File: src/rtl/spd_pkg.sv
package spd_pkg;
  localparam int WORD_W  = 32;
  localparam int EXP_W   = 8;
  localparam int FRAC_W  = 23;
  localparam int BIAS    = 127;
  localparam int EXP_MAX = (1 << EXP_W) - 1;
  localparam int EW      = EXP_W + 3;

  localparam logic [WORD_W-1:0] QNAN_WORD = {1'b0, {EXP_W{1'b1}}, 1'b1, {(FRAC_W-1){1'b0}}};

  typedef enum logic [2:0] {
    ST_IDLE, ST_UNPK, ST_MULR, ST_SQR, ST_PACK, ST_OUT
  } spd_state_t;

  typedef struct packed {
    logic is_zero;
    logic is_sub;
    logic is_spec;
  } spd_class_t;

  typedef struct packed {
    logic dz;
    logic inv;
    logic ovf;
    logic unf;
  } spd_flags_t;

  function automatic logic [WORD_W-1:0] signed_inf(input logic s);
    return {s, {EXP_W{1'b1}}, {FRAC_W{1'b0}}};
  endfunction

  function automatic logic [WORD_W-1:0] signed_zero(input logic s);
    return {s, {(WORD_W-1){1'b0}}};
  endfunction
endpackage

File: src/rtl/spd_unpack.sv
module spd_unpack
  import spd_pkg::*;
#(
  parameter int DP_W = 32
) (
  input  logic [WORD_W-1:0] word,
  output spd_class_t        cls,
  output logic              sign,
  output logic [EXP_W-1:0]  expo,
  output logic [DP_W-1:0]   sig
);
  localparam int GB = DP_W - 2 - FRAC_W;

  logic [FRAC_W-1:0] frac;

  assign sign = word[WORD_W-1];
  assign expo = word[WORD_W-2 -: EXP_W];
  assign frac = word[FRAC_W-1:0];

  always_comb begin
    cls.is_spec = (expo == EXP_W'(EXP_MAX));
    cls.is_zero = (expo == '0) && (frac == '0);
    cls.is_sub  = (expo == '0) && (frac != '0);
  end

  // significand 1.f scaled by one half: bit DP_W-2 carries weight 0.5
  assign sig = {1'b0, 1'b1, frac, {GB{1'b0}}};
endmodule

File: src/rtl/spd_mult.sv
module spd_mult #(
  parameter int DP_W = 32
) (
  input  logic [DP_W-1:0] op_a,
  input  logic [DP_W-1:0] op_b,
  output logic [DP_W-1:0] prod
);
  logic [2*DP_W-1:0] full;
  logic              unused_bits;

  assign full = op_a * op_b;
  // Q1.(DP_W-1) times Q1.(DP_W-1) gives Q2.(2*DP_W-2); keep the aligned window
  assign prod = full[2*DP_W-2 -: DP_W];
  assign unused_bits = full[2*DP_W-1] ^ (^full[DP_W-2:0]);
endmodule

File: src/rtl/spd_pack.sv
module spd_pack
  import spd_pkg::*;
#(
  parameter int DP_W = 32
) (
  input  logic                 sign,
  input  logic [DP_W-1:0]      q,
  input  logic signed [EW-1:0] exp_base,
  output logic [WORD_W-1:0]    word,
  output logic                 ovf,
  output logic                 unf
);
  localparam int GB = DP_W - 2 - FRAC_W;
  localparam logic [DP_W-1:0] HALF_HI = DP_W'(1) << (GB - 1);
  localparam logic [DP_W-1:0] HALF_LO = DP_W'(1) << (GB - 2);
  localparam logic signed [EW-1:0] E_TOP = EW'(EXP_MAX - 1);
  localparam logic signed [EW-1:0] E_BOT = EW'(1);

  logic [DP_W-1:0]      qr;
  logic [FRAC_W-1:0]    man;
  logic signed [EW-1:0] e_fin;
  logic                 unused_q;

  // round half-up at the position the mantissa will end on
  assign qr = q + (q[DP_W-2] ? HALF_HI : HALF_LO);

  always_comb begin
    if (qr[DP_W-2]) begin
      man   = qr[DP_W-3 -: FRAC_W];
      e_fin = exp_base;
    end else begin
      man   = qr[DP_W-4 -: FRAC_W];
      e_fin = exp_base - EW'(1);
    end
  end

  assign unused_q = qr[DP_W-1] ^ (^qr[GB-2:0]);

  always_comb begin
    ovf  = 1'b0;
    unf  = 1'b0;
    word = {sign, e_fin[EXP_W-1:0], man};
    if (e_fin > E_TOP) begin
      ovf  = 1'b1;
      word = signed_inf(sign);
    end else if (e_fin < E_BOT) begin
      unf  = 1'b1;
      word = signed_zero(sign);
    end
  end
endmodule

File: src/rtl/sp_series_div.sv
module sp_series_div
  import spd_pkg::*;
#(
  parameter int DP_W = 32
) (
  input  logic              clk,
  input  logic              rst_n,
  input  logic              in_valid,
  output logic              in_ready,
  input  logic [WORD_W-1:0] in_dividend,
  input  logic [WORD_W-1:0] in_divisor,
  output logic              out_valid,
  input  logic              out_ready,
  output logic [WORD_W-1:0] out_quotient,
  output logic              out_div_zero,
  output logic              out_invalid,
  output logic              out_overflow,
  output logic              out_underflow
);
  localparam int ITERS = $clog2(DP_W);
  localparam int IW    = $clog2(ITERS + 1);
  localparam logic [DP_W-1:0] ONE = {1'b1, {(DP_W-1){1'b0}}};
  localparam logic signed [EW-1:0] BIAS_M1 = EW'(BIAS - 1);

  spd_state_t state;
  logic [WORD_W-1:0] opa_r, opb_r;
  logic [DP_W-1:0]   r_r, z_r;
  logic signed [EW-1:0] exp_r;
  logic [IW-1:0]     iter_r;
  logic              sign_r;
  logic [WORD_W-1:0] res_r;
  spd_flags_t        flg_r;

  spd_class_t        ca, cb;
  logic              sa, sb;
  logic [EXP_W-1:0]  ea, eb;
  logic [DP_W-1:0]   siga, sigb;

  spd_unpack #(.DP_W(DP_W)) u_unp_a (
    .word(opa_r), .cls(ca), .sign(sa), .expo(ea), .sig(siga)
  );
  spd_unpack #(.DP_W(DP_W)) u_unp_b (
    .word(opb_r), .cls(cb), .sign(sb), .expo(eb), .sig(sigb)
  );

  logic [DP_W-1:0] mul_a, mul_b, prod;
  assign mul_a = (state == ST_SQR) ? z_r : r_r;
  assign mul_b = (state == ST_SQR) ? z_r : (ONE + z_r);

  spd_mult #(.DP_W(DP_W)) u_mul (.op_a(mul_a), .op_b(mul_b), .prod(prod));

  logic [WORD_W-1:0] pk_word;
  logic              pk_ovf, pk_unf;
  spd_pack #(.DP_W(DP_W)) u_pack (
    .sign(sign_r), .q(r_r), .exp_base(exp_r),
    .word(pk_word), .ovf(pk_ovf), .unf(pk_unf)
  );

  // operand classification, evaluated in ST_UNPK
  logic sgn, any_spec, any_sub, zero_a, zero_b, ge;
  logic signed [EW-1:0] exp_diff;
  always_comb begin
    sgn      = sa ^ sb;
    any_spec = ca.is_spec | cb.is_spec;
    any_sub  = ca.is_sub | cb.is_sub;
    zero_a   = ca.is_zero | ca.is_sub;
    zero_b   = cb.is_zero | cb.is_sub;
    ge       = (siga >= sigb);
    exp_diff = $signed(EW'(ea)) - $signed(EW'(eb)) + BIAS_M1 + (ge ? EW'(1) : EW'(0));
  end

  always_ff @(posedge clk) begin
    if (!rst_n) begin
      state  <= ST_IDLE;
      opa_r  <= '0;
      opb_r  <= '0;
      r_r    <= '0;
      z_r    <= '0;
      exp_r  <= '0;
      iter_r <= '0;
      sign_r <= 1'b0;
      res_r  <= '0;
      flg_r  <= '0;
    end else begin
      unique case (state)
        ST_IDLE: begin
          if (in_valid) begin
            opa_r <= in_dividend;
            opb_r <= in_divisor;
            flg_r <= '0;
            state <= ST_UNPK;
          end
        end
        ST_UNPK: begin
          sign_r <= sgn;
          if (any_spec) begin
            res_r     <= QNAN_WORD;
            flg_r.inv <= 1'b1;
            state     <= ST_OUT;
          end else if (zero_b) begin
            if (zero_a) begin
              res_r     <= QNAN_WORD;
              flg_r.inv <= 1'b1;
            end else begin
              res_r     <= signed_inf(sgn);
              flg_r.dz  <= 1'b1;
              flg_r.inv <= any_sub;
            end
            state <= ST_OUT;
          end else if (zero_a) begin
            res_r     <= signed_zero(sgn);
            flg_r.inv <= any_sub;
            state     <= ST_OUT;
          end else begin
            r_r    <= ge ? (siga >> 1) : siga;
            z_r    <= ONE - sigb;
            exp_r  <= exp_diff;
            iter_r <= '0;
            state  <= ST_MULR;
          end
        end
        ST_MULR: begin
          r_r   <= prod;
          state <= ST_SQR;
        end
        ST_SQR: begin
          z_r    <= prod;
          iter_r <= iter_r + IW'(1);
          if ((prod == '0) || (iter_r == IW'(ITERS - 1))) state <= ST_PACK;
          else                                            state <= ST_MULR;
        end
        ST_PACK: begin
          res_r     <= pk_word;
          flg_r.ovf <= pk_ovf;
          flg_r.unf <= pk_unf;
          state     <= ST_OUT;
        end
        ST_OUT: begin
          if (out_ready) state <= ST_IDLE;
        end
        default: state <= ST_IDLE;
      endcase
    end
  end

  assign in_ready      = (state == ST_IDLE);
  assign out_valid     = (state == ST_OUT);
  assign out_quotient  = res_r;
  assign out_div_zero  = flg_r.dz;
  assign out_invalid   = flg_r.inv;
  assign out_overflow  = flg_r.ovf;
  assign out_underflow = flg_r.unf;
endmodule

File: config.mk
export PLATFORM = sky130hd
export DESIGN_NAME = sp_series_div
export DESIGN_NICKNAME = d
export VERILOG_FILES = /design/src/rtl/spd_pkg.sv /design/src/rtl/spd_unpack.sv /design/src/rtl/spd_mult.sv /design/src/rtl/spd_pack.sv /design/src/rtl/sp_series_div.sv
export SDC_FILE = /design/constraint.sdc
export NUM_CORES = 2
export LEC_CHECK = 0
export ABC_AREA = 0
export BUFFER_PORTS_ARGS = -buffer_cell sky130_fd_sc_hd__buf_2
export CORE_UTILIZATION = 45
export DETAILED_ROUTE_END_ITERATION = 7
export GPL_TIMING_DRIVEN = 0
export PLACE_DENSITY_LB_ADDON = 0.1
export SLEW_MARGIN = 20
export SYNTH_ARGS = -nofsm -noshare
export SYNTH_HDL_FRONTEND = slang
export SYNTH_SLANG_ARGS = --single-unit
File: constraint.sdc
create_clock -name clk -period 9.72 [get_ports clk]
set_clock_uncertainty 0.1 [all_clocks]
set_input_delay 1.458 -clock clk [delete_from_list [all_inputs] [get_ports clk]]
set_output_delay 1.458 -clock clk [all_outputs]
set_load 0.01 [all_outputs]
==> flow_summary.json <==
{
  "nFillCells": 9594,
  "r2r_end": "state[2]$_SDFFE_PN0P_",
  "fin_area_sq_um": 47900,
  "r2r_cells": 30,
  "critPathMaxStageDelay_ns": 0.82,
  "critPathArrivalTime_ns": 10.06,
  "drt_iter0_drc": 3560,
  "grt_pass1_vias": 39299,
  "setup.worst_path.end": "state[2]$_SDFFE_PN0P_",
  "grt_max_degree": 18,
  "routed.top_layer": "met5",
  "p_sw_mw": 3.89,
  "ctsRootBufferMaster": "clkbuf_16",
  "yosysSeqAreaShare_pct": 8.34,
  "ys_warn_count": 0,
  "worstSetupEndpointType": "flop",
  "grt_usage_pct": 37.1,
  "htreeDepth": 4,
  "die_w_microns": 314,
  "tritoncts": "yes",
  "drc": 0,
  "power.internal_mw": 2.66,
  "fin_crit_sh_pct": 100,
  "dieHeight_microns": 314,
  "io_pins": 106,
  "path_common_cell": "fa_1",
  "slew_violations": 0,
  "pre_cts_ws_ns": -2.89,
  "slowest_stage": "dfxtp_1",
  "ir_drop_v": 0.000175,
  "yosysTopAreaCell": "fa_1",
  "die_area_sq_um": 98400,
  "synth.distinct_cells": 90,
  "final_cell_mix": "fa_1 (886), nand2_1 (791), inv_1 (778)",
  "synth-main-ff-cell": "dfxtp_1",
  "violations": "setup timing",
  "critPathKind": "flop to flop",
  "start_kind": "flop",
  "reg2reg_from": "z_r[8]$_SDFFE_PN0P_",
  "synth-edff-count": 0,
  "dpl.hpwl_microns": 149000,
  "worst_pin_slew_ns": 1.23,
  "clock_path_buffers": 2,
  "syn_area_per_cell_sq_um": 8.57,
  "area_growth_syn_to_layout_pct": 9.48,
  "max_slew_margin_pct": 18.3,
  "status": "complete, but fails checks",
  "wl_met3_microns": 14600,
  "drt_first_pass_iters": 7,
  "setup_viol": 1,
  "gp_congestion": 1.05,
  "clk_latency_ns": 0.45,
  "hp-class": "flop to flop",
  "fmax_mhz": 102,
  "grt_pass1_wl_microns": 263000,
  "overflow": 0,
  "fin_total_pwr_mw": 6.55,
  "multi_input_area_sq_um": 36500,
  "wl_met1_microns": 71700,
  "seq_power_share_pct": 18.9,
  "startpoint": "z_r[8]$_SDFFE_PN0P_",
  "antenna_found_initial": 19,
  "fin_ws_ns": -0.0365,
  "nets": 6494,
  "p_clk_share_pct": 10.3,
  "clkSinkCount": 182,
  "cts_inserted_buffers": 17,
  "drt-total-wl_microns": 180000,
  "post_drt_wl_per_cell_microns": 27.5,
  "netlist_area_sq_um": 43700,
  "syn-instance-count": 5098,
  "synth_area_leaders": "fa_1 (41%), ha_1 (8.4%), dfxtp_1 (8.3%)",
  "combPwrFrac_pct": 70.8,
  "vias": 37900,
  "netlist.area_leader.share_pct": 41.0,
  "route.met2.wl_microns": 82500,
  "powerDensity_nw_per_um2": 137,
  "rrSetupSlack_ns": -0.04,
  "port_buffers": 105,
  "worstPathMaxFanout": 10,
  "clkTransAtPathRegs_ns": 0.08,
  "timing.final.crit_period_ns": 9.76,
  "switching_share_pct": 59.4,
  "drive_gt1_share_pct": 8.44,
  "coreArea_sq_um": 95600,
  "dpl_cell_area_sq_um": 45800,
  "p_leak_nw": 19.8,
  "synth_nets": 6354,
  "initial_core_util_pct": 45.7,
  "final_common_cell": "fa_1",
  "rows": 113,
  "final_antenna_net_count": 0,
  "hp-start": "out_quotient[15]$_SDFFE_PN0P_",
  "viasPerCell": 5.80,
  "regArea_sq_um": 3650,
  "worstPathRequired_ns": 10.02,
  "synthArstFlopShare_pct": 0,
  "hold_viol": 0,
  "cap_violations": 0,
  "synth-seq-cells": 182
}
==> worst min path at each step <==
stage | end | slack, ns | cells past startpoint
final | out_quotient[15]$_SDFFE_PN0P_ | 0.35 | 2
after global routing | out_quotient[15]$_SDFFE_PN0P_ | 0.37 | 2
after CTS | out_quotient[15]$_SDFFE_PN0P_ | 0.36 | 2
after detailed placement | out_quotient[20]$_SDFFE_PN0P_ | 0.34 | 1
after global placement | out_quotient[20]$_SDFFE_PN0P_ | 0.33 | 1
after floorplan | opb_r[18]$_SDFFE_PN0P_ | 0.34 | 2
==> critical path: cells and delay by family (launching register included) <==
kind | cells | cell delay [ns]
simple gates | 4 | 1.21
fa+ha+maj | 9 | 4.55
xor+xnor | 1 | 0.20
flops | 1 | 0.82
buf+inv | 9 | 1.58
compound gates | 7 | 1.19
==> layout make-up <==
cell class / count / area share [%]
Multi-Input combinational cell: 3797 / 76.2
Timing Repair Buffer: 135 / 1.60
Clock inverter: 12 / 0.233
Antenna cell: 21 / 0.110
Sequential cell: 182 / 7.62
Tap cell: 1265 / 3.31
Clock buffer: 20 / 0.933
Inverter: 779 / 6.11
Buffer: 326 / 3.86
==> sequential cells by signal, summed over array words and instances, names as in the netlist, 3 cells and up <==
register and count:
r_r 32, exp_r 11, iter_r 3, out_quotient 32, opb_r 32, opa_r 32
z_r 32, state 3
==> what timing repair did <==
item | in CTS | in global routing
buffers inserted | 18 | 12
gates resized for setup | 269 | 171
pin swaps | 12 | 23
hold buffers | 0 | 0
endpoints found under the setup margin | 66 | 7
==> power groups by stage <==
stage,clock [mW],combinational (mW),sequential (mW)
finish,0.678,4.64,1.24
global route,0.715,4.92,1.24
CTS,0.686,4.41,1.20
detailed placement,0,4.27,1.21
global placement,0,4.27,1.21
floorplan,0,2.57,1.03
==> logic make-up (layout without fill, tap and decap cells) <==
kind of cell	Yosys count	after routing	share of synthesized area [%]
other	0	21	0
muxes	25	25	0.581
and+or+nand+nor	1839	1839	20.7
adders and majority gates	1188	1188	49.4
AOI/OAI and AO/OA	671	671	9.81
buffers and inverters	1119	1272	9.70
DFF	182	182	8.34
xor gates and xnor gates	74	74	1.50
==> stage by stage <==
step / TNS (ns) / instances / hold slack (ns) / util, %
after floorplan: 0 / 5098 / 0.336 / -
after global placement: -109.24 / 6468 / 0.331 / 47.9
after detailed placement: -98.36 / 6468 / 0.339 / 48.0
after CTS: 0 / 6508 / 0.357 / 49.5
after global routing: -0.173 / 6518 / 0.367 / 50.0
final: -0.0365 / 6537 / 0.352 / 50.1
==> cells in the mapped netlist, types with 35 or more instances <==
cell      count
a211oi_1     35
fa_1        896
xnor2_1      49
o21ai_0     142
nand3_1      61
inv_1       778
dfxtp_1     182
ha_1        292
nor2_1      179
nor3_1       40
nand4_1      51
a21oi_1     235
nand2_1     802
clkbuf_1    310
and2_1      570
==> layer usage <==
metal / vias up / global-route usage (%)
met1: 19468 / 48.2
met5: - / 0
met4: 6 / 18.8
li1: 16219 / -
met3: 437 / 6.27
met2: 1770 / 59.6
(Power assumes the default switching activity.)
